File: config.mk
export PLATFORM = sky130hd
export DESIGN_NAME = ring_node
export DESIGN_NICKNAME = d
export VERILOG_FILES = /design/src/rtl/ring_node_pkg.sv /design/src/rtl/ring_rx_stage.sv /design/src/rtl/ring_tx_stage.sv /design/src/rtl/ring_access_ctl.sv /design/src/rtl/ring_node.sv
export SDC_FILE = /design/constraint.sdc
export NUM_CORES = 1
export LEC_CHECK = 0
export BUFFER_PORTS_ARGS = -buffer_cell sky130_fd_sc_hd__buf_2
export CAP_MARGIN = 20
export CORE_MARGIN = 2
export CORE_UTILIZATION = 43
export CTS_BUF_LIST = sky130_fd_sc_hd__clkbuf_16
export DETAILED_ROUTE_END_ITERATION = 12
export PLACE_DENSITY = 0.85
export SYNTH_ARGS = -nofsm -noshare
export SYNTH_HDL_FRONTEND = slang
export SYNTH_SLANG_ARGS = --single-unit
export TNS_END_PERCENT = 30
File: constraint.sdc
create_clock -name clk_i -period 1.4 [get_ports clk_i]
set_input_delay 0.28 -clock clk_i [delete_from_list [all_inputs] [get_ports clk_i]]
set_output_delay 0.28 -clock clk_i [all_outputs]
set_load 0.005 [all_outputs]
File: src/rtl/ring_node_pkg.sv
package ring_node_pkg;
  typedef enum logic [1:0] {
    OP_FETCH   = 2'd0,
    OP_PLACE   = 2'd1,
    OP_FORWARD = 2'd2,
    OP_NOP     = 2'd3
  } ring_op_e;
endpackage

File: src/rtl/ring_rx_stage.sv
module ring_rx_stage #(
  parameter int DATA_W = 16
) (
  input  logic              clk_i,
  input  logic              rst_ni,
  input  logic              up_valid_i,
  input  logic [DATA_W-1:0] up_data_i,
  input  logic              take_i,
  output logic              held_o,
  output logic              avail_o,
  output logic [DATA_W-1:0] word_o
);
  logic              held_q;
  logic [DATA_W-1:0] data_q;
  logic              load;

  // capture only when empty and the word is not bypassed to the processor
  assign load    = !held_q && up_valid_i && !take_i;
  assign held_o  = held_q;
  assign avail_o = held_q || up_valid_i;
  assign word_o  = held_q ? data_q : up_data_i;

  always_ff @(posedge clk_i or negedge rst_ni) begin
    if (!rst_ni) begin
      held_q <= 1'b0;
      data_q <= '0;
    end else if (load) begin
      held_q <= 1'b1;
      data_q <= up_data_i;
    end else if (held_q && take_i) begin
      held_q <= 1'b0;
    end
  end

  assert_rx_keep_R6: assert property (@(posedge clk_i) disable iff (!rst_ni)
    held_q && !take_i |=> held_q && $stable(data_q));
  assert_rx_take_ok_R6: assert property (@(posedge clk_i) disable iff (!rst_ni)
    take_i |-> avail_o);
endmodule

File: src/rtl/ring_tx_stage.sv
module ring_tx_stage #(
  parameter int DATA_W = 16
) (
  input  logic              clk_i,
  input  logic              rst_ni,
  input  logic              load_i,
  input  logic [DATA_W-1:0] load_data_i,
  input  logic              dn_space_i,
  output logic              valid_o,
  output logic [DATA_W-1:0] data_o,
  output logic              free_o
);
  logic              valid_q;
  logic [DATA_W-1:0] data_q;

  assign valid_o = valid_q;
  assign data_o  = data_q;
  // slot usable if empty or draining on this edge
  assign free_o  = !valid_q || dn_space_i;

  always_ff @(posedge clk_i or negedge rst_ni) begin
    if (!rst_ni) begin
      valid_q <= 1'b0;
      data_q  <= '0;
    end else if (load_i) begin
      valid_q <= 1'b1;
      data_q  <= load_data_i;
    end else if (dn_space_i) begin
      valid_q <= 1'b0;
    end
  end

  assert_tx_hold_R8: assert property (@(posedge clk_i) disable iff (!rst_ni)
    valid_q && !dn_space_i |=> valid_q && $stable(data_q));
  assert_tx_no_overwrite_R6: assert property (@(posedge clk_i) disable iff (!rst_ni)
    load_i |-> free_o);
endmodule

File: src/rtl/ring_access_ctl.sv
module ring_access_ctl
  import ring_node_pkg::*;
(
  input  logic       req_i,
  input  logic [1:0] op_i,
  input  logic       avail_i,
  input  logic       out_free_i,
  output logic       ready_o,
  output logic       take_o,
  output logic       load_o,
  output logic       sel_wdata_o
);
  ring_op_e op;
  logic     need_rd, need_wr, ok;

  always_comb begin
    op          = ring_op_e'(op_i);
    need_rd     = (op == OP_FETCH) || (op == OP_FORWARD);
    need_wr     = (op == OP_PLACE) || (op == OP_FORWARD);
    ok          = (!need_rd || avail_i) && (!need_wr || out_free_i);
    ready_o     = !req_i || ok;
    take_o      = req_i && ok && need_rd;
    load_o      = req_i && ok && need_wr;
    sel_wdata_o = (op == OP_PLACE);
  end
endmodule

File: src/rtl/ring_node.sv
module ring_node #(
  parameter int DATA_W = 16
) (
  input  logic              clk_i,
  input  logic              rst_ni,
  input  logic              cpu_req_i,
  input  logic [1:0]        cpu_op_i,
  input  logic [DATA_W-1:0] cpu_wdata_i,
  output logic [DATA_W-1:0] cpu_rdata_o,
  output logic              cpu_ready_o,
  input  logic              up_valid_i,
  input  logic [DATA_W-1:0] up_data_i,
  output logic              up_space_o,
  output logic              dn_valid_o,
  output logic [DATA_W-1:0] dn_data_o,
  input  logic              dn_space_i
);
  logic              take, load, sel_wdata, rx_held, rx_avail, tx_free;
  logic [DATA_W-1:0] rx_word, tx_word;

  ring_rx_stage #(.DATA_W(DATA_W)) u_rx (
    .clk_i, .rst_ni,
    .up_valid_i, .up_data_i,
    .take_i (take),
    .held_o (rx_held),
    .avail_o(rx_avail),
    .word_o (rx_word)
  );

  assign tx_word = sel_wdata ? cpu_wdata_i : rx_word;

  ring_tx_stage #(.DATA_W(DATA_W)) u_tx (
    .clk_i, .rst_ni,
    .load_i     (load),
    .load_data_i(tx_word),
    .dn_space_i,
    .valid_o    (dn_valid_o),
    .data_o     (dn_data_o),
    .free_o     (tx_free)
  );

  ring_access_ctl u_ctl (
    .req_i      (cpu_req_i),
    .op_i       (cpu_op_i),
    .avail_i    (rx_avail),
    .out_free_i (tx_free),
    .ready_o    (cpu_ready_o),
    .take_o     (take),
    .load_o     (load),
    .sel_wdata_o(sel_wdata)
  );

  assign up_space_o  = !rx_held;
  assign cpu_rdata_o = rx_word;

  assert_fetch_wait_R2: assert property (@(posedge clk_i) disable iff (!rst_ni)
    cpu_req_i && cpu_op_i == 2'd0 && up_space_o && !up_valid_i |-> !cpu_ready_o);
  assert_place_wait_R3: assert property (@(posedge clk_i) disable iff (!rst_ni)
    cpu_req_i && cpu_op_i == 2'd1 && dn_valid_o && !dn_space_i |-> !cpu_ready_o);
  assert_forward_wait_R9: assert property (@(posedge clk_i) disable iff (!rst_ni)
    cpu_req_i && cpu_op_i == 2'd2 && dn_valid_o && !dn_space_i |-> !cpu_ready_o);
  assert_idle_ready_R7: assert property (@(posedge clk_i) disable iff (!rst_ni)
    !cpu_req_i |-> cpu_ready_o);
endmodule

==> impl_metrics.yaml, run 1 <==
clock_tree:
  cts.clk_slew.worst_paths_ns: 0.05
  cts_root_buffer: "clkbuf_16"
  cts-buffers-inserted: 5
  clkLatencyLatePin_ns: 0.27
  cts_buffer_depth: 2
  cts_tree: "yes"
  cts.sinks: 34
  htree_levels: 2
route:
  vias: 1363
  drt-initial-drc-count: 35
  wl_um: 4240
  viasPerCell: 4.94
  drtPass1Iterations: 4
  wl_per_cell_um: 15.4
  drc: 0
  ant_nets: 0
cells_and_area:
  final_cell_mix: "69 x buf_2, 33 x dfrtp_1, 32 x mux2i_1"
  area_growth_pct: 43.2
  final_common_cell: "buf_2"
  diodes: 0
  fin_util_pct: 64.2
  fin_area_sq_um: 2570
  fin_nets: 267
  drive_gt1_share_pct: 58.8
  fillers: 311
logic_synthesis:
  synthesis.instances: 139
  synthDistinctLibCells: 20
  syn_nets: 181
  synth_area_leaders: "dfrtp_1 47%, mux2_2 19%, mux2i_1 18%"
  yosysSeqAreaShare_pct: 47.4
  yosysTopAreaCellShare_pct: 47.4
  synthesis.area_sq_um: 1790
  avgSynthCellArea_sq_um: 12.9
  synth_top_area_cell: "dfrtp_1"
  ys_ff_latch: 34
  ys_warn_count: 0
run:
  maxCapViolCount: 0
grt:
  use_met2_pct: 32.3
  gr-total-overflow: 0
  met3_usage_pct: 5.36
  grt_pass1_wl_um: 6550
  grt.busiest_layer: "met2"
  grt_max_degree: 20
  antenna_found_initial: 0
  track_usage_pct: 19.1
  met1_usage_pct: 23.4
  grt_pass1_vias: 1409
worst_setup_path:
  critPathKind: "reg2out"
  end_kind: "output port"
  crit_required_ns: 1.12
  worst_ep_arrival_time_ns: 1.33
  worstPathMaxFanout: 13
  start_kind: "register"
sta:
  max_freq_ghz: 0.621
  skew_ns: 0.00472
  fin_ws_ns: -0.210
  relSlewSlack_pct: 73.3
  timing.final.crit_share_pct: 115
  final_max_slew_viol_count: 0
  setup_violations: 35
  min_period_ns: 1.61
  final_hold_viol_count: 0
  hold_ws_ns: 0.227
  rsz0062_at_grt: "yes"
  tightest_slew_ns: 0.401
floorplan:
  coreArea_sq_um: 4000
  initial_core_util_pct: 44.9
  rows: 23
  die_w_um: 68.6
  die-area_sq_um: 4710
  ios: 74
  fp.dieH_um: 68.6
pwr:
  p_total_uw: 3890
  p_leak_uw: 0.00134
  peakVddDrop_v: 0.000899
  power.density_nw_per_um2: 1510
outcome:
  violations: "setup timing"
  outcome: "complete, but fails checks"
placement:
  numPortBuffers: 73
  place_hpwl_um: 3120
  placed_area_sq_um: 2360
  gp_congestion: 0.796
hold_path:
  hold_class: "in2reg"
-- stage by stage --
stage / setup slack [ns] / instances / TNS [ns]
4_1_cts: -0.215 / 276 / -4.04
3_5_place_dp: -0.427 / 267 / -11.16
5_1_grt: -0.260 / 276 / -6.12
2_1_floorplan: -0.230 / 139 / -5.45
3_3_place_gp: -0.384 / 267 / -10.0
6_report: -0.210 / 276 / -4.04
-- final timing paths --
path	startpoint	endpoint	slack, ns	depth (start not counted)
max	u_rx.held_o	cpu_rdata_o[7]	-0.21	3
max reg2reg	u_tx.valid_o	u_rx.data_q[2]	-0.09	4
min	dn_space_i	u_tx.valid_o	0.23	2
max in group asynchronous	rst_ni	u_rx.data_q[1]	0.49	3
min reg2reg	u_rx.data_q[3]	u_rx.data_q[3]	0.51	1
min in group asynchronous	rst_ni	u_rx.data_q[2]	0.48	2
-- cell type report --
| type | instances | area [sq um] | share of cell area [%] |
|---|---|---|---|
| multi-input cells | 79 | 902 | 35.1 |
| clock inverters | 3 | 12.5 | 0.487 |
| inverters | 20 | 90.1 | 3.51 |
| clock buffers | 5 | 125 | 4.87 |
| flip-flops and latches | 34 | 852 | 33.2 |
| repair buffers | 85 | 524 | 20.4 |
| well taps | 50 | 62.6 | 2.44 |
-- cell usage after synthesis (all sizes together) --
| master | instances |
|---|---|
| dfrtp | 34 |
| mux2 | 32 |
| mux2i | 32 |
| inv | 20 |
| buf | 6 |
| ha | 3 |
| nor2 | 3 |
| o21ai | 2 |
| a211oi | 1 |
| and2 | 1 |
| and3b | 1 |
| nand2 | 1 |
| o211ai | 1 |
| o22ai | 1 |
| or2 | 1 |
-- power breakdown --
part | total [uW] | internal, uW | switching [uW]
logic | 1370 | 799 | 568
clock network | 1010 | 641 | 369
registers | 1510 | 1320 | 185
total | 3890 | 2770 | 1120
-- kinds of logic after synthesis --
kind of cell | Yosys count | synth area share [%]
muxes | 64 | 37.9
AOI/OAI and AO/OA | 5 | 3.21
and+or+nand+nor | 7 | 2.44
adders and majority gates | 3 | 2.09
DFF | 34 | 47.4
buffers and inverters | 26 | 6.90
-- sequential cells by signal, summed over array words and instances (netlist names) --
register      cells
u_rx.held_o       1
u_rx.data_q      16
u_tx.valid_o      1
u_tx.data_o      16
-- critical path, stage by stage, from the launching register on --
cell	delay (ns)
dfrtp_2	0.41
buf_12	0.16
mux2_2	0.36
buf_2	0.13
-- per-layer routing --
layer / vias to the layer above / share of wire (%)
met4: 0 / 0.75
met2: 34 / 54
li1: 647 / -
met1: 678 / 40
met3: 4 / 5.5
met5: - / 0
-- what timing repair did --
| item | 4_1_cts | 5_1_grt |
|---|---|---|
| buffers inserted | 0 | 0 |
| hold buffers | 1 | 0 |
| pin swaps | 1 | 0 |
| endpoints found under the setup margin | 45 | 47 |
| resized for setup | 8 | 8 |
| hold endpoints to repair | 15 | 0 |
Note: power is estimated with default switching activity, not from simulation.
==> run 2, diff against run 1 <==
- ABC_AREA: default -> 1
- PLACE_DENSITY: 0.85 -> 0.84
- SKIP_CTS_REPAIR_TIMING: default -> 1
==> run 2 against run 1 <==
- the run still ends with setup timing left
- sequential power down 6%
- synthesized cell count grew 66%
- worst hold slack improved by 0.028 ns
- global-route usage is 3.0 points higher
- flip-flop and latch count unchanged
- sequential share of layout area fell by 0.27 points
- critical endpoint is now cpu_ready_o
- largest power group unchanged
==> impl_metrics.yaml, run 2 <==
logic_synthesis:
  yosysTopAreaCellShare_pct: 46.9
  synthesis.area_sq_um: 1810
  synthesis.instances: 231
  synthTopCellsByCount: "101 x nand2_1, 34 x dfrtp_1, 17 x nand3_1, 17 x nor2_1, 16 x o21bai_1"
  syn_nets: 273
  ys_warn_count: 0
  synthDistinctLibCells: 20
  avgSynthCellArea_sq_um: 7.85
  synth_area_leaders: "dfrtp_1 47%, nand2_1 21%, o21bai_1 6.6%"
  synth_edf_count: 0
  async_reset_ff_share_pct: 100
  ys_ff_latch: 34
  yosysSeqAreaShare_pct: 46.9
  synth_top_area_cell: "dfrtp_1"
  synth_most_common_cell: "nand2_1"
  synth_ff_type: "dfrtp_1"
sta:
  timing.final.crit_share_pct: 110
  hold_ws_ns: 0.255
  setup_violations: 18
  final_hold_viol_count: 0
  relSlewSlack_pct: 73.1
  tightest_slew_ns: 0.403
  final_max_slew_viol_count: 0
  skew_ns: 0.00350
  max_freq_ghz: 0.647
  fin_ws_ns: -0.146
  min_period_ns: 1.55
  rsz0062_at_grt: "yes"
hold_path:
  min_from: "up_data_i[12]"
  whs_path_depth: 3
  hold_class: "in2reg"
  hold_end: "u_rx.data_q[12]"
floorplan:
  die_w_um: 69.0
  initial_core_util_pct: 45.0
  coreArea_sq_um: 4030
  fp.dieH_um: 69.0
  die-area_sq_um: 4750
  rows: 23
  ios: 74
placement:
  gp_congestion: 0.871
  place_hpwl_um: 3660
  dp_cells: 353
  placed_area_sq_um: 2270
  numPortBuffers: 73
cells_and_area:
  diodes: 0
  final_cell_mix: "87 x nand2_1, 69 x buf_2, 33 x dfrtp_1"
  fin_util_pct: 64.3
  fin_cells: 371
  fin_nets: 362
  area_growth_pct: 42.8
  drive_gt1_share_pct: 39.6
  fin_area_sq_um: 2590
  final_common_cell: "nand2_1"
  fillers: 313
outcome:
  outcome: "complete, but fails checks"
  violations: "setup timing"
worst_setup_path:
  critPathKind: "reg2out"
  timing.rr.end: "u_rx.data_q[6]"
  reg2reg_from: "u_rx.held_o"
  worst_ep_arrival_time_ns: 1.27
  crit_required_ns: 1.12
  end_kind: "output port"
  start_kind: "register"
  ff2ff_path_depth: 7
  regToRegSetupSlack_ns: 0
  worstPathMaxFanout: 6
clock_tree:
  cts.sinks: 34
  cts-buffers-inserted: 5
  cts_buffer_depth: 2
  cts.clk_slew.worst_paths_ns: 0.05
  cts_root_buffer: "clkbuf_16"
  cts_tree: "yes"
  htree_levels: 2
  clkLatencyLatePin_ns: 0.27
grt:
  grt_pass1_vias: 1681
  grt_max_degree: 33
  antenna_found_initial: 0
  track_usage_pct: 22.1
  gr-total-overflow: 0
  grt_pass1_wl_um: 7560
route:
  drt-initial-drc-count: 148
  drtPass1Iterations: 5
  wl_per_cell_um: 14.4
  wl_um: 5360
  vias: 1942
  drc: 0
  ant_nets: 0
  viasPerCell: 5.23
pwr:
  peakVddDrop_v: 0.000653
  power.density_nw_per_um2: 1410
  p_leak_uw: 0.00143
run:
  maxCapViolCount: 0
## run 2: kinds of logic (layout without fill, tap and decap cells)
kind of cell             Yosys count  count (layout)  share of synthesized area, %
buffers and inverters             20             110                          6.28
adder cells (fa/ha/maj)            3               3                          2.07
flip-flops                        34              34                          46.9
AO/OA/AOI/OAI                     33              33                          11.4
AND/OR/NAND/NOR                  141             141                          33.4
## run 2: cell type report
class	instances	area [sq um]	area share, %
clock inverters	3	12.5	0.483
flip-flops and latches	34	852	32.9
inverters	8	37.5	1.45
clock buffers	5	125	4.83
multi-input cells	177	910	35.1
well taps	50	62.6	2.42
repair buffers	94	591	22.8
## run 2: power by group
| group | internal [uW] | switching (uW) |
|---|---|---|
| clock | 641 | 368 |
| combinational | 575 | 640 |
| sequential | 1250 | 161 |
| total | 2470 | 1170 |
## run 2: how the worst max path moves through the flow
stage	startpoint	to	cells past startpoint
floorplan	cpu_op_i[0]	u_rx.data_q[10]	7
global placement	cpu_op_i[0]	u_rx.data_q[14]	8
detailed placement	cpu_op_i[0]	u_tx.data_o[2]	9
CTS	u_rx.held_o	cpu_rdata_o[1]	4
global route	u_rx.held_o	cpu_ready_o	5
finish	u_rx.held_o	cpu_ready_o	5
## run 2: through the flow
stage	setup TNS [ns]	setup WS (ns)	power (uW)
2_1_floorplan	0	0.0180	1940
3_3_place_gp	-0.562	-0.0317	2390
3_5_place_dp	-1.96	-0.124	2440
4_1_cts	-1.94	-0.152	3480
5_1_grt	-3.02	-0.186	3870
6_report	-1.53	-0.146	3640
## run 2: critical path, stage by stage (launching register included)
cell     delay, ns
dfrtp_2       0.50
nor2_4        0.13
nand2_2       0.07
nand2_1       0.06
nand2_1       0.08
buf_2         0.15
## run 2: metal layers
metal	share of wire [%]	vias up	track usage, %
met5	0	-	0
met4	3.0	0	9.56
met3	5.6	19	6.01
met2	51	86	37.6
met1	40	925	26.0
li1	-	912	-
==> run 3, diff against run 2 <==
- REMOVE_ABC_BUFFERS: default -> 1
==> run 3 against run 2 <==
- the flow still finishes with violations (setup timing)
- sequential share of layout area rose by 0.75 points
- die area did not move
- clock skew rose by 0.0013 ns
- first-iteration DRC count did not move
- flip-flop and latch count did not move
==> impl_metrics.yaml, run 3 (same netlist as run 2, synthesis figures left out) <==
cells_and_area:
  area_growth_pct: 39.6
  diodes: 0
  final_cell_mix: "93 x nand2_1, 73 x buf_2, 33 x dfrtp_1"
  final_common_cell: "nand2_1"
  fin_area_sq_um: 2530
  drive_gt1_share_pct: 36.7
  fin_nets: 360
route:
  drc: 0
  vias: 1825
  drt-initial-drc-count: 148
  ant_nets: 0
  viasPerCell: 4.95
  met2_length_um: 2280
  drtPass1Iterations: 5
  wl_met1_um: 2080
  wl_um: 4780
  wl_per_cell_um: 13.0
  highest_layer: "met4"
  route.met3.wl_um: 321
worst_setup_path:
  reg2reg_from: "u_rx.held_o"
  crit_start: "u_rx.held_o"
  worstPathMaxFanout: 17
  end_kind: "output port"
  critPathKind: "reg2out"
  start_kind: "register"
  worst_ep_arrival_time_ns: 1.19
  crit_required_ns: 1.12
pwr:
  peakVddDrop_v: 0.000544
  pwr-share-clk_pct: 29.5
  power.density_nw_per_um2: 1380
  switchingPower_uw: 1100
  p_int_uw: 2400
  p_leak_uw: 0.00141
  pwr-share-seq_pct: 39.9
  combPwrFrac_pct: 30.5
  sw_frac_of_total_pct: 31.3
placement:
  numPortBuffers: 73
  place_hpwl_um: 3530
  placed_area_sq_um: 2320
  gp_congestion: 0.745
sta:
  relSlewSlack_pct: 72.0
  max_freq_ghz: 0.678
  final_hold_viol_count: 0
  skew_ns: 0.00481
  tightest_slew_ns: 0.420
  finalSetupTns_ns: -1.08
  setup_violations: 18
  min_period_ns: 1.47
  rsz0062_at_grt: "yes"
  timing.final.crit_share_pct: 105
  fin_ws_ns: -0.0744
  final_max_slew_viol_count: 0
floorplan:
  ios: 74
  coreArea_sq_um: 4030
  initial_core_util_pct: 45.0
  die-area_sq_um: 4750
  fp.dieH_um: 69.0
  rows: 23
  die_w_um: 69.0
clock_tree:
  htree_levels: 2
  cts.clk_slew.worst_paths_ns: 0.05
  cts.sinks: 34
  cts_buffer_depth: 2
  clkLatencyLatePin_ns: 0.28
  cts-buffers-inserted: 5
  cts_root_buffer: "clkbuf_16"
  cts_tree: "yes"
grt:
  track_usage_pct: 20.5
  antenna_found_initial: 0
  gr-total-overflow: 0
  grt_pass1_wl_um: 7090
  grt_max_degree: 21
  grt_pass1_vias: 1544
hold_path:
  hold_class: "in2reg"
  min_from: "up_data_i[4]"
outcome:
  outcome: "complete, but fails checks"
  violations: "setup timing"
run:
  maxCapViolCount: 0
run 3: final timing paths:
check | end | slack (ns) | cells past startpoint
setup / recovery | cpu_rdata_o[6] | -0.07 | 4
hold / removal | u_rx.data_q[4] | 0.25 | 3
min in group asynchronous | u_tx.data_o[0] | 0.47 | 2
setup reg to reg | u_rx.data_q[12] | 0 | 6
hold reg to reg | u_rx.data_q[7] | 0.47 | 2
max in group asynchronous | u_rx.held_o | 0.43 | 3
run 3: cell type report:
class | count | area (sq um)
tap | 50 | 62.6
fill | 337 | 1500
clock inverter | 3 | 12.5
clock buffer | 5 | 125
multi-input combinational | 177 | 882
sequential | 34 | 852
inverter | 8 | 37.5
timing repair buffer | 92 | 561
run 3: through the flow:
step                      std cells  setup slack [ns]  total power, uW  util (%)  hold WS, ns
after floorplan                 219           -0.0842             1910         -      -0.0156
after global placement          358           -0.0293             2390      57.5        0.235
after detailed placement        358            -0.107             2440      57.5        0.240
after CTS                       366            -0.147             3470      61.0      -0.0526
after global routing            369            -0.120             3730      62.9        0.262
final                           369           -0.0744             3500      62.9        0.246
run 3: critical path: stages, from the launching register on:
cell and delay [ns]:
dfrtp_2 0.48, buf_12 0.18, nand2_1 0.08, nand2_2 0.06, buf_2 0.12
run 3: power groups by stage:
stage,combinational (uW),clock [uW],sequential (uW)
detailed placement,1030,0,1400
global placement,1000,0,1390
global route,1220,1080,1430
finish,1070,1030,1400
floorplan,487,0,1420
CTS,1040,1040,1390
run 3: metal layers:
metal / vias up / GRT usage (%)
li1: 914 / -
met1: 839 / 25.2
met2: 64 / 34.3
met3: 8 / 5.68
met4: 0 / 7.35
met5: - / 0
